===== src/rtl/gpio_pad_ctrl.sv =====
module gpio_pad_ctrl #(
  parameter bit FULL_MGMT    = 1'b1,
  parameter bit JTAG_DEFAULT = 1'b0,
  parameter int CFG_W        = 13
) (
  input  logic             clk,
  input  logic             rst_n,
  input  logic             cfg_load,
  input  logic [CFG_W-1:0] cfg_data,
  input  logic             pad_in,
  output logic             pad_out,
  output logic             pad_oe,
  output logic [2:0]       pad_dm,
  output logic             pad_vtrip,
  output logic             pad_slow,
  output logic             pad_ana_pol,
  output logic             pad_ana_sel,
  output logic             pad_ana_en,
  output logic             pad_ib_mode,
  output logic             pad_in_dis,
  output logic             pad_hold,
  output logic             pad_out_dis,
  output logic             pad_mgmt_sel,
  input  logic             user_out,
  input  logic             user_oe,
  output logic             user_in,
  input  logic             mgmt_out,
  input  logic             mgmt_oe,
  output logic             mgmt_in
);

  localparam logic [CFG_W-1:0] RST_PLAIN = CFG_W'({3'b001, 8'h00, 2'b11});
  localparam logic [CFG_W-1:0] RST_JTAG  = CFG_W'({3'b110, 8'h00, 2'b01});
  localparam logic [CFG_W-1:0] RST_VAL   = JTAG_DEFAULT ? RST_JTAG : RST_PLAIN;

  logic [CFG_W-1:0] cfg_q;

  always_ff @(posedge clk or negedge rst_n) begin
    if (!rst_n)        cfg_q <= RST_VAL;
    else if (cfg_load) cfg_q <= cfg_data;
  end

  assign pad_dm       = cfg_q[12:10];
  assign pad_vtrip    = cfg_q[9];
  assign pad_slow     = cfg_q[8];
  assign pad_ana_pol  = cfg_q[7];
  assign pad_ana_sel  = cfg_q[6];
  assign pad_ana_en   = cfg_q[5];
  assign pad_ib_mode  = cfg_q[4];
  assign pad_in_dis   = cfg_q[3];
  assign pad_hold     = cfg_q[2];
  assign pad_out_dis  = cfg_q[1];
  assign pad_mgmt_sel = cfg_q[0];

  logic pull_mode, drv_val, in_gated, mgmt_oe_eff, mgmt_rx_ok;

  assign pull_mode = (pad_dm[2:1] == 2'b01);
  assign drv_val   = pad_mgmt_sel ? mgmt_out : user_out;
  assign pad_out   = pull_mode ? ~pad_dm[0] : drv_val;
  assign in_gated  = pad_in & ~pad_in_dis;

  generate
    if (FULL_MGMT) begin : g_full
      assign mgmt_oe_eff = mgmt_oe;
      assign mgmt_rx_ok  = 1'b1;
    end else begin : g_reduced
      assign mgmt_oe_eff = ~pad_out_dis;
      assign mgmt_rx_ok  = pad_out_dis;
    end
  endgenerate

  assign pad_oe  = pad_mgmt_sel ? mgmt_oe_eff : (user_oe & ~pad_out_dis);
  assign user_in = ~pad_mgmt_sel & in_gated;
  assign mgmt_in = pad_mgmt_sel & mgmt_rx_ok & in_gated;

  AST_HOLD_NO_LOAD: assert property (@(posedge clk) disable iff (!rst_n)
    !cfg_load |=> $stable({pad_dm, pad_vtrip, pad_slow, pad_ana_pol, pad_ana_sel, pad_ana_en,
                           pad_ib_mode, pad_in_dis, pad_hold, pad_out_dis, pad_mgmt_sel}));
  AST_LOAD_CAPTURE: assert property (@(posedge clk) disable iff (!rst_n)
    cfg_load |=> {pad_dm, pad_vtrip, pad_slow, pad_ana_pol, pad_ana_sel, pad_ana_en,
                  pad_ib_mode, pad_in_dis, pad_hold, pad_out_dis, pad_mgmt_sel} == $past(cfg_data));
  AST_NONOWNER_ZERO: assert property (@(posedge clk) disable iff (!rst_n)
    !(user_in && mgmt_in));
  AST_USER_OD_BLOCKS: assert property (@(posedge clk) disable iff (!rst_n)
    (!pad_mgmt_sel && pad_out_dis) |-> !pad_oe);
  AST_PULL_FORCE: assert property (@(posedge clk) disable iff (!rst_n)
    (pad_dm == 3'b010) |-> pad_out);
  AST_INDIS_ZERO: assert property (@(posedge clk) disable iff (!rst_n)
    pad_in_dis |-> (!user_in && !mgmt_in));

endmodule


===== config.mk =====
export PLATFORM = sky130hd
export DESIGN_NAME = gpio_pad_ctrl
export DESIGN_NICKNAME = d
export VERILOG_FILES = /design/src/rtl/gpio_pad_ctrl.sv
export SDC_FILE = /design/constraint.sdc
export NUM_CORES = 1
export LEC_CHECK = 0
export BUFFER_PORTS_ARGS = -buffer_cell sky130_fd_sc_hd__buf_2
export CAP_MARGIN = 0
export CORE_MARGIN = 5
export CORE_UTILIZATION = 39
export DETAILED_ROUTE_END_ITERATION = 16
export GPL_ROUTABILITY_DRIVEN = 0
export MAX_ROUTING_LAYER = met4
export PLACE_DENSITY = 0.75
export SLEW_MARGIN = 40
export SYNTH_ARGS = -nofsm -noshare
export SYNTH_HDL_FRONTEND = slang
export SYNTH_SLANG_ARGS = --single-unit

===== constraint.sdc =====
create_clock -name clk -period 1 [get_ports clk]
set_input_delay 0.05 -clock clk [delete_from_list [all_inputs] [get_ports clk]]
set_output_delay 0.05 -clock clk [all_outputs]
set_load 0.01 [all_outputs]

After elaboration in Yosys (flattened, before gate mapping):

Cells that the tools add are included.

* bits in registers: 13
* logic and storage cells: 13

* equality and inequality tests: 1
* bitwise gates (word level): 8
* muxes and demuxes: 3

Operators by type and width (count)
* $and A1 B1 Y1: 4
* $not A1 Y1: 4
* $mux W1: 3
* $eq A2 B1 Y1 const B: 1

Longest topological paths before layout:

Gate-level depths: netlist of run 1.

* depth in word-level cells: 3
* gate-level depth with buffers: 2
* mapped depth without buffers: 2

Worst setup path before layout of run 1:

OpenSTA, ideal clock, no wires.

* path type: register to output
* from: register cfg_q[0]
* to: output port pad_out
* path buffers: 0
* data required time: 0.950 ns
* setup slack: 0.060 ns
* data arrival time: 0.890 ns
* stages on the path, launching flop included: 3
* cells stage by stage: dfstp_2 mux2i_1 mux2i_1

* longest elaborated chain between the ends: 2

RTL lines
* start, declared: RTL line 36 `logic [CFG_W-1:0] cfg_q;`
* start signal, assigned: RTL line 40 `else if (cfg_load) cfg_q <= cfg_data;`
* $mux W1: RTL line 58 `assign drv_val = pad_mgmt_sel ? mgmt_out : user_out;`
* $mux W1: RTL line 59 `assign pad_out = pull_mode ? ~pad_dm[0] : drv_val;`
* end, declared: RTL line 11 `output logic pad_out,`

No other way between the ends.

Worst setup path in the final report of run 1:

Ends and elaborated chain as after synthesis.

==> results of run 1 <==
[layer usage]
layer,routed length [µm],up-vias
li1,-,217
met1,516,208
met2,553,36
met3,217,0
met4,0,0
met5,0,-
[logic make-up (layout without fill, tap and decap cells)]
group / after synthesis / after routing
simple gates: 5 / 5
buf+inv: 1 / 48
mux: 15 / 15
flops: 13 / 13
compound gates: 1 / 1
[final timing paths]
path / start / end / slack [ps] / depth (start not counted)
worst min-delay path: cfg_data[8] / cfg_q[8] / 10 / 2
min in group asynchronous: rst_n / cfg_q[11] / 210 / 2
max in group asynchronous: rst_n / cfg_q[10] / 520 / 2
worst max-delay path: cfg_q[0] / pad_out / -280 / 3
worst min register to register: cfg_q[9] / cfg_q[9] / 520 / 1
worst max register to register: cfg_q[0] / cfg_q[0] / 140 / 2
[placed cells by master, fill, tap and decap left out]
cell,instances
clkbuf_4,3
nor3b_1,1
dfrtp_1,10
nand2_1,1
buf_2,34
buf_4,2
mux2_2,3
o21ai_0,1
nand2b_1,2
and3b_1,1
buf_6,3
mux2i_1,2
dlygate4sd3_1,4
buf_12,1
mux2_4,10
dfstp_2,3
clkbuf_1,1
[worst max-delay path: stages, from the launching register on]
cell,delay [ps]
dfstp_2,560
mux2i_1,190
mux2i_1,90
buf_2,140
[final cells by class]
cell class,count,area (µm²),area share
clock buffer,4,26.3,0.0293
sequential,13,329,0.367
multi-input combinational,21,241,0.270
tap,16,20.0,0.0223
timing repair buffer,44,279,0.311
[power breakdown]
group | switching (mW) | internal (mW) | total [mW]
Combinational | 0.122 | 0.199 | 0.321
Clock | 0.152 | 0.154 | 0.306
Sequential | 0.0382 | 0.588 | 0.626
Total | 0.312 | 0.941 | 1.25
[stage by stage]
stage / hold slack [ps] / total power [mW] / util / cell area [µm²] / setup WS, ps
3_5_place_dp: -53.4 / 0.924 / 0.552 / 803 / -7.09
2_1_floorplan: -246 / 0.781 / - / 582 / 59.6
4_1_cts: 0.425 / 1.27 / 0.605 / 880 / -297
6_report: 11.6 / 1.25 / 0.616 / 896 / -284
3_3_place_gp: -60.8 / 0.919 / 0.552 / 803 / 14.1
5_1_grt: 5.39 / 1.33 / 0.616 / 896 / -334
[what timing repair did]
item,4_1_cts,5_1_grt
resized for setup,2,1
endpoints found under the hold margin,15,1
hold buffers,3,1
endpoints found under the setup margin,6,7
setup buffers,1,0
==> results by group, run 1 <==
Routing
  • DR vias/cell: 4.70
  • DRC Markers: 0
  • DRT iter0 DRCs: 3
  • Drt total wl: about 1.3 mm
  • Via count: about 460
  • Average wire per standard cell: 13.1 µm
  • Routed Antenna Nets: 0
  • Initial DRT Pass Iterations: 3

Layout
  • Antenna Cells: 0
  • Nets: about 100
  • Top Registers: cfg_q: 13 flops
  • Fin cells: 98
  • Fillers: approximately 130
  • Max FFs per register: 13
  • Layout cells sized above 1: 0.720
  • Layout area overhead: 54.0%
  • Largest reg by FF count: cfg_q

Logic synthesis
  • Post-synthesis simple-gate area fraction: 0.0559
  • Fraction of the mapped netlist area in adder cells: 0
  • Cell taking the most area after synthesis: dfrtp_1
  • Post-synth cell types: 11
  • Ys async rst share: 1.00
  • Mapped cell area: slightly below 600 µm²
  • Syn avg cell area: 16.6 µm²
  • Syn Nets: 56
  • Ys Warns: 0
  • Post-synthesis compound-gate area fraction: 0.00860
  • Primary FF master, synth: dfrtp_1
  • Post-synth EDFFs: 0
  • Sequential-to-total area share from yosys stat: 0.566
  • Mux contribution to synthesized area: 0.351
  • Top cell type's share of synthesized area: 0.430
  • Synth top cells by count: dfrtp_1, mux2_4, dfstp_2, mux2_2
  • Post-synthesis xor/xnor area fraction: 0
  • Combinational family with the most area after synthesis: multiplexers
  • Area contributors post-synth: dfrtp_1, mux2_4, dfstp_2
  • Post-synthesis register bit count: 13
  • Synth Instances: 35

Timing
  • Clk_skew: 0 ps
  • Final TNS setup: -999 ps
  • RSZ-0062 raised after global routing: true
  • Slew @ Worst Pin: around 280 ps
  • Max-slew violations: 0
  • Worst Setup Slack, final: -284 ps
  • Fin crit period: 1280 ps
  • Highest clock rate: between 0.7 and 0.8 GHz
  • Final Hold Vio Count: 0
  • Slew HR: 0.816
  • # setup viols final: 5
  • Tcrit/Tclk final: 1.28

Run status
  • Status: complete, but fails checks
  • Failing checks: negative setup slack

Clock tree
  • H-Tree Level Count: 1
  • Clock sink count: 13
  • Clk Latency, worst-skew pair: roughly 260 ps
  • Clock root cell: clkbuf_4
  • CTS Buffer Depth: 2
  • CTS tree: done
  • CTS Buf Count: 3
  • Clk slew on worst S/H paths: approximately 70 ps

Global route
  • Gr usage total: 0.119
  • Met3 Resource Use GR: 0.0613
  • M2 GR Usage: 0.172
  • Gr busiest metal: met2
  • Vias in the first global route: between 400 and 500
  • Routing usage on met1: 0.131
  • First-pass GRT wire length: between 2 and 2.5 mm
  • GRT overflow: 0
  • Initial antenna violation count: 0
  • Largest net degree at the start of global routing: 14

Setup path
  • Critical Path Source Type: flip-flop
  • Worst Path Arrival: 1230 ps
  • Crit Path Max Fanout: 3
  • Crit. End Element: primary output
  • Crit Path Category: reg2out
  • Crit path required time: approximately 950 ps

Place
  • Dpl cells: just under 90
  • Post-DP HPWL: just under 1 mm
  • PortBufs: 37

Die
  • Row Count: 14
  • Die area: 0.00236 mm²
  • Starting Density: 0.400
  • Die Width: slightly below 50 µm
  • Ports: 38
  • CORE AREA: 0.00145 mm²
  • Die height: ~49 µm

Pwr
  • PD cells: approximately 1400 mW/mm²
  • Cell leakage power: 0.479 nW
  • VDD IR max: about 0.66 mV

Min path
  • Worst hold path type: in2reg

Job
  • Max Cap Viol: 0
Power figures use the tool's default switching activity.
==> run 2: changes to the inputs <==
ABC_AREA = 1   (was unset)
==> results by group, run 2 <==
Place
  • Dpl cells: ~120
  • Post-DP HPWL: between 1 and 1.5 mm
  • Placement Cell Area: around 760 µm²
  • Pre-CTS WS: 17.6 ps
  • PortBufs: 37

Setup path
  • Crit path required time: between 900 and 1000 ps
  • Crit Path Max Fanout: 3
  • R2R depth: 3
  • Worst Path Arrival: 1170 ps
  • Setup crit start: cfg_q[0]
  • Crit-path cells: buf_4 -> nand2_1 -> nand2_1 -> buf_2
  • Worst Setup EP: pad_oe
  • Crit. End Element: primary output
  • Slowest library cell on the worst path: dfstp_2
  • Buffers and inverters on the worst path: 2
  • Stages on the worst setup path: 4
  • Worst R2R Start: cfg_q[0]
  • Crit path largest cell delay: around 550 ps
  • CP dominant cell by count: nand2_1
  • Worst reg2reg setup slack: 80 ps
  • Critical Path Source Type: flip-flop
  • Reg2reg end: cfg_q[0]
  • Family with the most delay on the worst path: flip-flops
  • Crit Path Category: reg2out

Logic synthesis
  • Post-synthesis xor/xnor area fraction: 0
  • Syn Nets: a little under 90
  • Cell taking the most area after synthesis: dfrtp_1
  • Synth top cells by count: nand2_1, inv_1, o21ai_0
  • Top cell type's share of synthesized area: 0.434
  • Post-synth EDFFs: 0
  • Area contributors post-synth: dfrtp_1, dfstp_2, nand2_1
  • Post-synthesis simple-gate area fraction: 0.167
  • Ys async rst share: 1.00
  • Primary FF master, synth: dfrtp_1
  • Combinational family with the most area after synthesis: simple AND/OR/NAND/NOR gates
  • Mapped cell area: 577 µm²
  • Post-synth cell types: 9
  • Sequential-to-total area share from yosys stat: 0.570
  • Count leader, synth: nand2_1
  • Post-synthesis register bit count: 13
  • Fraction of the mapped netlist area in adder cells: 0
  • Synth Instances: 68
  • Ys Warns: 0
  • Post-synthesis compound-gate area fraction: 0.119
  • Mux contribution to synthesized area: 0
  • Syn avg cell area: ~8.5 µm²

Timing
  • Final TNS setup: -860 ps
  • Final Hold Vio Count: 1
  • Highest clock rate: ~0.82 GHz
  • RSZ-0062 raised after global routing: true
  • Max-slew violations: 0
  • Tcrit/Tclk final: 1.22
  • Slew @ Worst Pin: ~370 ps
  • # setup viols final: 5
  • Clk_skew: 0 ps
  • Worst Setup Slack, final: -217 ps
  • Slew HR: 0.754
  • WHS: -0.812 ps
  • Fin crit period: 1220 ps

Clock tree
  • Clk Latency, worst-skew pair: roughly 260 ps
  • H-Tree Level Count: 1
  • CTS tree: done
  • Clk slew on worst S/H paths: 80 ps
  • CTS Buf Count: 3
  • Clock root cell: clkbuf_4
  • CTS Buffer Depth: 2
  • Clock sink count: 13

Routing
  • DRC Markers: 0
  • Initial DRT Pass Iterations: 4
  • Routed Antenna Nets: 0
  • DRT iter0 DRCs: 5
  • Via count: 588
  • Average wire per standard cell: roughly 10 µm
  • Drt total wl: 1.43 mm
  • DR vias/cell: between 4 and 5

Die
  • CORE AREA: ~0.0014 mm²
  • Row Count: 13
  • Ports: 38
  • Die area: 0.00235 mm²
  • Starting Density: 0.427
  • Die Width: 48.5 µm
  • Die height: slightly below 50 µm

Layout
  • Final Cell Area: 953 µm²
  • Most frequent cells in the layout: buf_2, nand2_1, inv_1
  • Most common cell after layout, fill and taps aside: buf_2
  • Antenna Cells: 0
  • Nets: about 140
  • Multi-input logic area: ~170 µm²
  • Fillers: 109
  • Max FFs per register: 13
  • Layout area overhead: 65.3%
  • FF+latch area: between 300 and 400 µm²
  • Layout cells sized above 1: 0.393
  • Final core occ: 0.706
  • Largest reg by FF count: cfg_q
  • Top Registers: cfg_q: 13 flops
  • Fin cells: about 140

Pwr
  • VDD IR max: 0.775 mV
  • Tot Pwr: roughly 1.2 mW
  • PD cells: 1280 mW/mm²
  • Cell leakage power: between 0.5 and 0.6 nW

Run status
  • Failing checks: negative hold slack, negative setup slack
  • Status: complete, but fails checks

Min path
  • Worst hold path type: in2reg

Global route
  • Gr usage total: 0.135
  • Largest net degree at the start of global routing: 27
  • Initial antenna violation count: 0
  • GRT overflow: 0
  • First-pass GRT wire length: 2.54 mm
  • Vias in the first global route: approximately 600

Job
  • Max Cap Viol: 0
## run 2: cell types whose count changed after synthesis, moves of 3 or more
cell / before / now
inv_1: 0 / 16
mux2_2: 3 / 0
mux2_4: 10 / 0
nand2_1: 1 / 19
nand3_1: 0 / 3
o21ai_0: 1 / 12
## run 2: how the worst min path moves through the flow
stage | startpoint | to | slack [ps] | cells past startpoint
floorplan | rst_n | cfg_q[11] | -250 | 0
global placement | rst_n | cfg_q[4] | -60 | 1
detailed placement | rst_n | cfg_q[4] | -60 | 1
CTS | cfg_data[1] | cfg_q[1] | 4 | 3
global route | cfg_data[1] | cfg_q[1] | 10 | 3
finish | cfg_data[1] | cfg_q[1] | -0.8 | 3
## run 2: kinds of logic after synthesis
family	count (synthesis)
compound gates	13
buf+inv	18
flops	13
simple gates	24
## run 2: power by group
part / leakage (nW) / internal [mW] / switching, mW
clock network: 0.0150 / 0.154 / 0.156
registers: 0.153 / 0.581 / 0.0310
logic: 0.368 / 0.157 / 0.142
total: 0.536 / 0.892 / 0.329
## run 2: layout make-up
cell class	instances	area share
clock buffers	4	0.0276
inverters	16	0.0630
multi-input cells	37	0.178
flip-flops and latches	13	0.345
well taps	15	0.0197
repair buffers	52	0.366
## run 2: layer usage
metal	part of all wire	GRT usage	vias to the layer above	wire length [µm]
li1	-	-	314	-
met1	0.40	0.153	247	570
met2	0.48	0.217	25	678
met3	0.12	0.0459	2	164
met4	0.0077	0.0538	0	11
met5	0	-	-	0
## run 2: tightest hold or removal path, stage by stage
cell and delay (ps):
buf_2 70, nand2_1 40, o21ai_0 70
## run 2: timing repair
| item | in CTS | in global routing |
|---|---|---|
| setup endpoints to repair | 5 | 8 |
| gates resized for setup | 3 | 3 |
| setup buffers | 2 | 0 |
| hold buffers | 13 | 0 |
| hold endpoints to repair | 25 | 0 |
==> run 3: changes to the inputs <==
RECOVER_POWER = 100   (was unset)
==> results by group, run 3 (synthesis results as in run 2) <==
Run status
  • Status: complete, but fails checks
  • Failing checks: negative setup slack

Pwr
  • Clk pwr share: 0.257
  • Internal Dissipation: 0.877 mW
  • PD cells: about 1300 mW/mm²
  • Flop pwr share: 0.507
  • VDD IR max: between 0.7 and 0.8 mV
  • Comb power frac: 0.236
  • Cell leakage power: between 0.5 and 0.6 nW
  • Sw Share: 0.273
  • Switch Pwr: 0.329 mW

Global route
  • GRT overflow: 0
  • Initial antenna violation count: 0
  • Largest net degree at the start of global routing: 27
  • Vias in the first global route: between 500 and 600
  • First-pass GRT wire length: about 2.5 mm
  • Gr usage total: 0.135

Timing
  • RSZ-0062 raised after global routing: true
  • Slew @ Worst Pin: about 650 ps
  • Clk_skew: 0 ps
  • Final TNS setup: -863 ps
  • Worst Setup Slack, final: -219 ps
  • Tcrit/Tclk final: 1.22
  • Max-slew violations: 0
  • Slew HR: 0.568
  • # setup viols final: 5
  • Highest clock rate: 0.821 GHz
  • Fin crit period: about 1200 ps
  • Final Hold Vio Count: 0

Clock tree
  • Clk Latency, worst-skew pair: 260 ps
  • CTS Buffer Depth: 2
  • CTS Buf Count: 3
  • Clk slew on worst S/H paths: roughly 80 ps
  • Clock root cell: clkbuf_4
  • H-Tree Level Count: 1
  • Clock sink count: 13
  • CTS tree: done

Setup path
  • Worst Setup EP: pad_oe
  • Crit Path Max Fanout: 3
  • Setup crit start: cfg_q[0]
  • Critical Path Source Type: flip-flop
  • Crit path required time: about 950 ps
  • Crit Path Category: reg2out
  • Crit. End Element: primary output
  • Worst reg2reg setup slack: roughly 80 ps
  • R2R depth: 3
  • Reg2reg end: cfg_q[0]
  • Worst Path Arrival: around 1200 ps
  • Worst R2R Start: cfg_q[0]

Die
  • Die Width: between 40 and 50 µm
  • CORE AREA: between 0.001 and 0.0015 mm²
  • Starting Density: 0.427
  • Row Count: 13
  • Die area: about 0.0023 mm²
  • Ports: 38
  • Die height: 48.5 µm

Routing
  • Via count: ~600
  • Routed Antenna Nets: 0
  • Drt total wl: between 1 and 1.5 mm
  • Initial DRT Pass Iterations: 4
  • DR vias/cell: about 4.3
  • DRT iter0 DRCs: 3
  • DRC Markers: 0
  • Average wire per standard cell: around 10 µm

Place
  • Placement Cell Area: about 760 µm²
  • Dpl cells: roughly 120
  • PortBufs: 37
  • Post-DP HPWL: about 1 mm

Layout
  • Top Registers: cfg_q: 13 flops
  • Layout area overhead: 62.0%
  • Max FFs per register: 13
  • Final core occ: 0.692
  • Largest reg by FF count: cfg_q
  • Fin cells: 137
  • Antenna Cells: 0
  • Most frequent cells in the layout: buf_2, nand2_1, inv_1
  • Final Cell Area: slightly above 900 µm²
  • Layout cells sized above 1: 0.303
  • Most common cell after layout, fill and taps aside: buf_2
  • Nets: 144

Min path
  • Worst hold path type: in2reg
  • Hold-critical path depth: 3

Job
  • Max Cap Viol: 0
## run 3: changes by cell type in the layout (fill, tap and decap cells not counted), sizes merged
cell	before	now
clkbuf	4	15
buf	39	28
## run 3: area by class of cell
type / count / area (µm²)
well taps: 15 / 18.8
multi-input cells: 37 / 170
inverters: 16 / 60.1
clock buffers: 4 / 26.3
repair buffers: 52 / 330
flip-flops and latches: 13 / 329
fillers: 118 / 415
## run 3: power by group through the flow
stage          combinational [mW]  clock, mW  sequential [mW]
6_report                    0.285      0.310            0.611
5_1_grt                     0.324      0.342            0.620
4_1_cts                     0.293      0.328            0.611
3_5_place_dp                0.236          0            0.620
3_3_place_gp                0.230          0            0.617
2_1_floorplan              0.0913          0            0.643
## run 3: metal layers
layer	share of wire	up-vias	global-route usage
met2	0.47	25	0.217
met1	0.41	242	0.153
met3	0.11	2	0.0459
li1	-	314	-
met4	0.0056	0	0.0538
met5	0	-	-
## run 3: repair_timing
item	in CTS	in global routing
setup endpoints to repair	5	8
pin swaps	0	0
setup buffers	2	0
resized for setup	3	3
hold endpoints to repair	25	0
hold buffers	13	0
## run 3: per-stage QoR
| step | power (mW) | hold WS, ps | worst slack [ps] |
|---|---|---|---|
| floorplan | 0.734 | -246 | 46.9 |
| global route | 1.29 | 17.4 | -300 |
| finish | 1.21 | 3.20 | -219 |
| CTS | 1.23 | 4.13 | -232 |
| global placement | 0.847 | -55.7 | 62.7 |
| detailed placement | 0.855 | -58.2 | 17.6 |
## run 3: how the worst min path moves through the flow
stage | from | to | slack [ps]
final | cfg_data[1] | cfg_q[1] | 3
after global routing | cfg_data[1] | cfg_q[1] | 20
after CTS | cfg_data[1] | cfg_q[1] | 4
after detailed placement | rst_n | cfg_q[4] | -60
after global placement | rst_n | cfg_q[4] | -60
after floorplan | rst_n | cfg_q[11] | -250
## run 3: worst max-delay path, cell delays in order (launching register included)
cell and delay, ps:
dfstp_2 560, buf_4 120, nand2_1 40, nand2_1 60, buf_2 120
